==> src/rtl/dma_irq_agg.sv <==
module dma_irq_agg #(
  parameter int NCH       = 22,
  parameter int AW        = 8,
  parameter int DW        = 32,
  parameter int OFF_ERR   = 'h40,
  parameter int OFF_EN    = 'h48,
  parameter int OFF_ENCLR = 'h50,
  parameter int OFF_INTA  = 'h58
) (
  input  logic          clk,
  input  logic          rst_n,
  input  logic [AW-1:0] bus_addr,
  input  logic          bus_we,
  input  logic [DW-1:0] bus_wdata,
  output logic [DW-1:0] bus_rdata,
  input  logic [NCH-1:0] ch_err,
  input  logic [NCH-1:0] ch_exhaust,
  input  logic [NCH-1:0] ch_seta_cfg,
  output logic          irq_out
);
  localparam logic [AW-1:0] A_ERR   = AW'(OFF_ERR);
  localparam logic [AW-1:0] A_EN    = AW'(OFF_EN);
  localparam logic [AW-1:0] A_ENCLR = AW'(OFF_ENCLR);
  localparam logic [AW-1:0] A_INTA  = AW'(OFF_INTA);

  logic [NCH-1:0] err_q, inta_q, en_q;
  logic           irq_q;

  wire [NCH-1:0] wbits    = bus_wdata[NCH-1:0];
  wire [NCH-1:0] err_clr  = (bus_we && bus_addr == A_ERR)   ? wbits : '0;
  wire [NCH-1:0] inta_clr = (bus_we && bus_addr == A_INTA)  ? wbits : '0;
  wire [NCH-1:0] en_set   = (bus_we && bus_addr == A_EN)    ? wbits : '0;
  wire [NCH-1:0] en_clr   = (bus_we && bus_addr == A_ENCLR) ? wbits : '0;
  wire [NCH-1:0] inta_set = ch_exhaust & ch_seta_cfg;

  logic unused_hi;
  assign unused_hi = ^bus_wdata[DW-1:NCH];

  // hardware set is OR-ed after the clear mask: set wins on collision
  always_ff @(posedge clk) begin
    if (!rst_n) begin
      err_q  <= '0;
      inta_q <= '0;
      en_q   <= '0;
      irq_q  <= 1'b0;
    end else begin
      err_q  <= (err_q & ~err_clr) | ch_err;
      inta_q <= (inta_q & ~inta_clr) | inta_set;
      en_q   <= (en_q | en_set) & ~en_clr;
      irq_q  <= (|err_q) | (|(inta_q & en_q));
    end
  end

  assign irq_out = irq_q;

  always_comb begin
    bus_rdata = '0;
    case (bus_addr)
      A_ERR:   bus_rdata[NCH-1:0] = err_q;
      A_EN:    bus_rdata[NCH-1:0] = en_q;
      A_INTA:  bus_rdata[NCH-1:0] = inta_q;
      default: bus_rdata = '0;
    endcase
  end

  assert_err_set_R2: assert property (@(posedge clk) disable iff (!rst_n)
    (ch_err != '0) |=> ((err_q & $past(ch_err)) == $past(ch_err)));

  assert_err_hold_R2: assert property (@(posedge clk) disable iff (!rst_n)
    (!bus_we && ch_err == '0) |=> $stable(err_q));

  assert_enclr_R4: assert property (@(posedge clk) disable iff (!rst_n)
    (bus_we && bus_addr == A_ENCLR) |=> ((en_q & $past(wbits)) == '0));

  assert_inta_set_R5: assert property (@(posedge clk) disable iff (!rst_n)
    (inta_set != '0) |=> ((inta_q & $past(inta_set)) == $past(inta_set)));

  assert_err_irq_R6: assert property (@(posedge clk) disable iff (!rst_n)
    (err_q != '0) |=> irq_out);

  assert_quiet_irq_R6: assert property (@(posedge clk) disable iff (!rst_n)
    (err_q == '0 && (inta_q & en_q) == '0) |=> !irq_out);

  assert_rsvd_R8: assert property (@(posedge clk) disable iff (!rst_n)
    (bus_rdata >> NCH) == '0);
endmodule

==> config.mk <==
export PLATFORM = sky130hd
export DESIGN_NAME = dma_irq_agg
export DESIGN_NICKNAME = d
export VERILOG_FILES = /design/src/rtl/dma_irq_agg.sv
export SDC_FILE = /design/constraint.sdc
export NUM_CORES = 1
export LEC_CHECK = 0
export BUFFER_PORTS_ARGS = -buffer_cell sky130_fd_sc_hd__buf_4
export CAP_MARGIN = 40
export CORE_UTILIZATION = 51
export CTS_CLUSTER_SIZE = 10
export DETAILED_ROUTE_END_ITERATION = 10
export MAX_ROUTING_LAYER = met4
export PLACE_DENSITY = 0.85
export SYNTH_ARGS = -nofsm -noshare
export SYNTH_HDL_FRONTEND = slang
export SYNTH_SLANG_ARGS = --single-unit
==> constraint.sdc <==
create_clock -name clk -period 2.2 [get_ports clk]
set_input_delay 0.11 -clock clk [delete_from_list [all_inputs] [get_ports clk]]
set_output_delay 0.11 -clock clk [all_outputs]
set_load 0.02 [all_outputs]
**Word-level counts from Yosys, hierarchy flattened**

Cells that the tools add are included.

- Equal/unequal tests: 4
- Mux-type cells: 5
- Bitwise logic cells: 12
- Reduce and logical (&&, ||, !) cells: 6

Operators by type and width:

| cell | count |
|---|---|
| $and A22 B22 Y22 | 5 |
| $mux W22 | 4 |
| $not A22 Y22 | 3 |
| $or A22 B22 Y22 | 3 |
| $pmux W22 S3 | 1 |
| $reduce_or A22 Y1 | 2 |
| $eq A8 B7 Y1 const B | 4 |
| $logic_and A1 B1 Y1 | 4 |
| $or A1 B1 Y1 | 1 |

- Register bits after elaboration: 67
- Output and inout bits: 33
- Word-level logic and storage cells: 31

**Logic depth before layout (Yosys ltp)**

- Word-level depth: 6
- Depth in mapped cells: 5

**Least setup slack after synthesis**

No wires, ideal clock.

- Path kind: input to output
- Start: input port bus_addr[1]
- End: output port bus_rdata[11]
- Arrival: 1.329 ns
- Data required time: 2.090 ns
- Path slack: 0.761 ns
- Cell stages on the path: 5
- Buffers on the path: 1
- Cell sequence: or4b_4 -> nor2_1 -> buf_2 -> a222oi_1 -> inv_1

- Longest elaborated chain between the ends: 2

Ends and longest elaborated chain:

| what | RTL line | source |
|---|---|---|
| start, declared | 12 | `input logic [AW-1:0] bus_addr,` |
| $eq A8 B7 Y1 | 58 | `case (bus_addr)` |
| $pmux W22 S3 * | 58 |  |
| end, declared | 15 | `output logic [DW-1:0] bus_rdata,` |

Every way passes the cells marked *; elsewhere a longest branch is shown, timed or not.

**Final worst setup path**

- Start: input port bus_addr[1]
- End: output port bus_rdata[6]

Same word-level chain as after synthesis.

==> metrics.md <==
| Metric | Value |
|---|---|
| Pre-CTS WS | `~460 ps` |
| Die Width | `81.4 um` |
| Filler cells | `just under 400` |
| All-Layer GR Usage | `33.4%` |
| Simple-Gate Fraction of Synth Area | `7.66%` |
| Setup TNS | `0 ps` |
| Synth Area in XOR/XNOR | `0%` |
| CTS tree | `built` |
| Synth Area in Adders | `0%` |
| Largest net degree at the start of global routing | `28` |
| Root Driver | `clkbuf_8` |
| Area of the multi-input gates | `~1600 um^2` |
| First-pass GRT wire length | `15,900 um` |
| Max-cap violations | `0` |
| CTS Buf Count | `9` |
| Unique masters post-synth | `34` |
| Arr. time, crit path | `1680 ps` |
| HP Class | `in -> reg` |
| Final Hold Fails | `0` |
| #FFs+latches synth | `67` |
| Pleak | `2.16 nW` |
| Final net count | `a little over 600` |
| I/O Buffers | `121` |
| Unrepaired setup endpoints after global routing | `false` |
| Mapped cell area | `3220 um^2` |
| Vias | `about 3,400` |
| Routed len/inst | `17.7 um` |
| Worst endpoint required time | `~2100 ps` |
| Sequential Area | `about 1300 um^2` |
| Die ar. | `6630 um^2` |
| Post-synthesis compound-gate area fraction | `42.0%` |
| Worst setup EP type | `primary output` |
| Crit Path Max Fanout | `22` |
| Avg Cell Area, Syn | `9.72 um^2` |
| Vias in the first global route | `3,399` |
| Clk buf depth | `2` |
| Largest family of logic cells by synthesized area | `compound AO/OA/AOI/OAI gates` |
| Routed Wire Length | `10,300 um` |
| Layout cells sized above 1 | `38.2%` |
| Residual DRC count | `0` |
| Clk pin slew, worst setup/hold paths | `about 70 ps` |
| Crit path kind | `in -> out` |
| Htree depth | `3` |
| Fmax | `558 MHz` |
| Final setup fails | `0` |
| Worst vdd ir | `between 400 and 500 uV` |
| Type of origin of the critical path | `input port` |
| Final worst setup slack | `408 ps` |
| Initial core utilization | `53.7%` |
| Die Height | `81.4 um` |
| Grt ovf | `0` |
| Inserted Diodes | `0` |
| Mux cell area share after synthesis | `0%` |
| Register area share after synthesis | `41.7%` |
| # rows | `28` |
| Skew-Pair Late Insertion Delay | `roughly 350 ps` |
| Post_cts resized | `0` |
| P&R area growth vs syn | `50.0%` |
| Io pins | `142` |
| DRT iter0 DRCs | `355` |
| Clk sink count | `67` |
| Rel. slew slack | `63.3%` |
| DP Area | `4140 um^2` |
| Yosys warns | `0` |
| Initial antenna violation count | `0` |
| Core area | `roughly 6000 um^2` |
| Fin area | `4820 um^2` |
| Final antenna-violating net count | `0` |
| Outcome | `finished clean` |
| Fin. max-slew vios | `0` |
| Least-Margin Pin Slew | `550 ps` |
| Power per cell area | `581 nW/um^2` |
| Fin crit period | `between 1500 and 2000 ps` |
| Via/cell ratio | `5.89` |
| Dpl hpwl | `6450 um` |
| Placer Congestion | `approximately 0.8` |
| Clock skew | `8.63 ps` |
| DR pass1 iterations | `11` |
| Post-Synthesis Cells | `between 300 and 400` |
| Final worst-path cycle share | `81.4%` |
[worst paths after layout]
path	from	to	slack, ps	cells past startpoint
worst max-delay path	bus_addr[1]	bus_rdata[6]	410	7
worst min-delay path	ch_seta_cfg[1]	inta_q[1]	20	3
worst max register to register	err_q[9]	irq_out	870	4
worst min register to register	en_q[21]	en_q[21]	580	2
[synthesized netlist by cell type (all sizes together)]
cell,instances,share of area (%)
o21a,22,5.1
nor4,5,0.97
buf,25,5.2
nand2,22,2.6
a222oi,23,7.2
nand3,1,0.16
conb,1,0.12
a21oi,44,6.8
clkbuf,5,0.58
nand4,2,0.39
inv,24,2.8
a22oi,7,1.6
a21bo,22,6.8
a21boi,22,5.1
or4b,2,0.86
a22o,1,0.27
or4,1,0.23
nor3,5,1.6
a221oi,1,0.27
nand4bb,1,0.35
a211oi,23,8.5
and3,1,0.19
dfxtp,67,42
nor2,3,0.35
a31oi,1,0.19
[layer usage]
metal  vias up  track usage (%)  share of wire (%)
met4         0             17.7                3.1
met5         -                -                  0
met2       223             55.5                 50
met3        39             7.22                8.9
met1      1568             37.4                 38
li1       1572                -                  -
[cell families (layout without fill, tap and decap cells)]
logic type / Yosys count / count (layout)
other: 1 / 10
buffers and inverters: 54 / 217
AND/OR/NAND/NOR: 43 / 43
flip-flops: 67 / 67
AO/OA/AOI/OAI: 166 / 166
[worst max-delay path, stage by stage]
cell and delay (ps):
buf_4 110, or4_1 620, nor2_1 130, buf_4 300, a222oi_1 180, inv_1 90, buf_4 140
[metrics by stage]
stage	total power, mW	hold slack [ps]	utilization (%)	cells
2_1_floorplan	1.49	203	-	340
3_3_place_gp	1.66	320	69.1	515
3_5_place_dp	1.67	321	69.1	515
4_1_cts	2.81	1.33	80.5	578
5_1_grt	2.91	10.9	80.5	578
6_report	2.80	17.0	80.5	578
[flip-flops by register name, indices dropped and copies added, names as in the netlist]
signal / count
irq_out: 1
inta_q: 22
err_q: 22
en_q: 22
[repair_timing]
item / in CTS / in global routing
buffers inserted: 0 / 0
hold buffers: 47 / 0
hold endpoints to repair: 47 / 0
[power breakdown]
part           internal (mW)  switching, mW  leakage [nW]
clock network          0.612          0.471         0.108
logic                  0.247          0.154          1.50
registers               1.27         0.0486         0.553
[cell type report]
class | count | area share (%)
multi-input cells | 219 | 34.0
clock inverters | 4 | 0.985
flip-flops and latches | 67 | 27.8
well taps | 75 | 1.95
clock buffers | 12 | 3.42
repair buffers | 177 | 30.0
inverters | 24 | 1.87
[placed cells by master, fill, tap and decap left out, types with 2 or more instances in the layout]
cell type,netlist,final
conb_1,1,10
nand2_1,22,22
inv_1,23,23
nor3_4,1,2
a21bo_1,3,3
a211oi_1,3,3
or4b_4,2,2
dlygate4sd3_1,0,47
a222oi_1,23,23
a21boi_0,19,19
a21oi_1,44,44
dfxtp_1,67,67
nor4_1,5,5
buf_4,12,130
nor3_2,3,2
nand4_1,2,2
a21boi_1,3,3
a21bo_2,19,19
nor2_1,3,3
o21a_1,22,22
clkbuf_8,0,12
a211oi_2,20,20
clkinv_2,0,2
a22oi_1,7,7
Power figures use the tool's default switching activity.
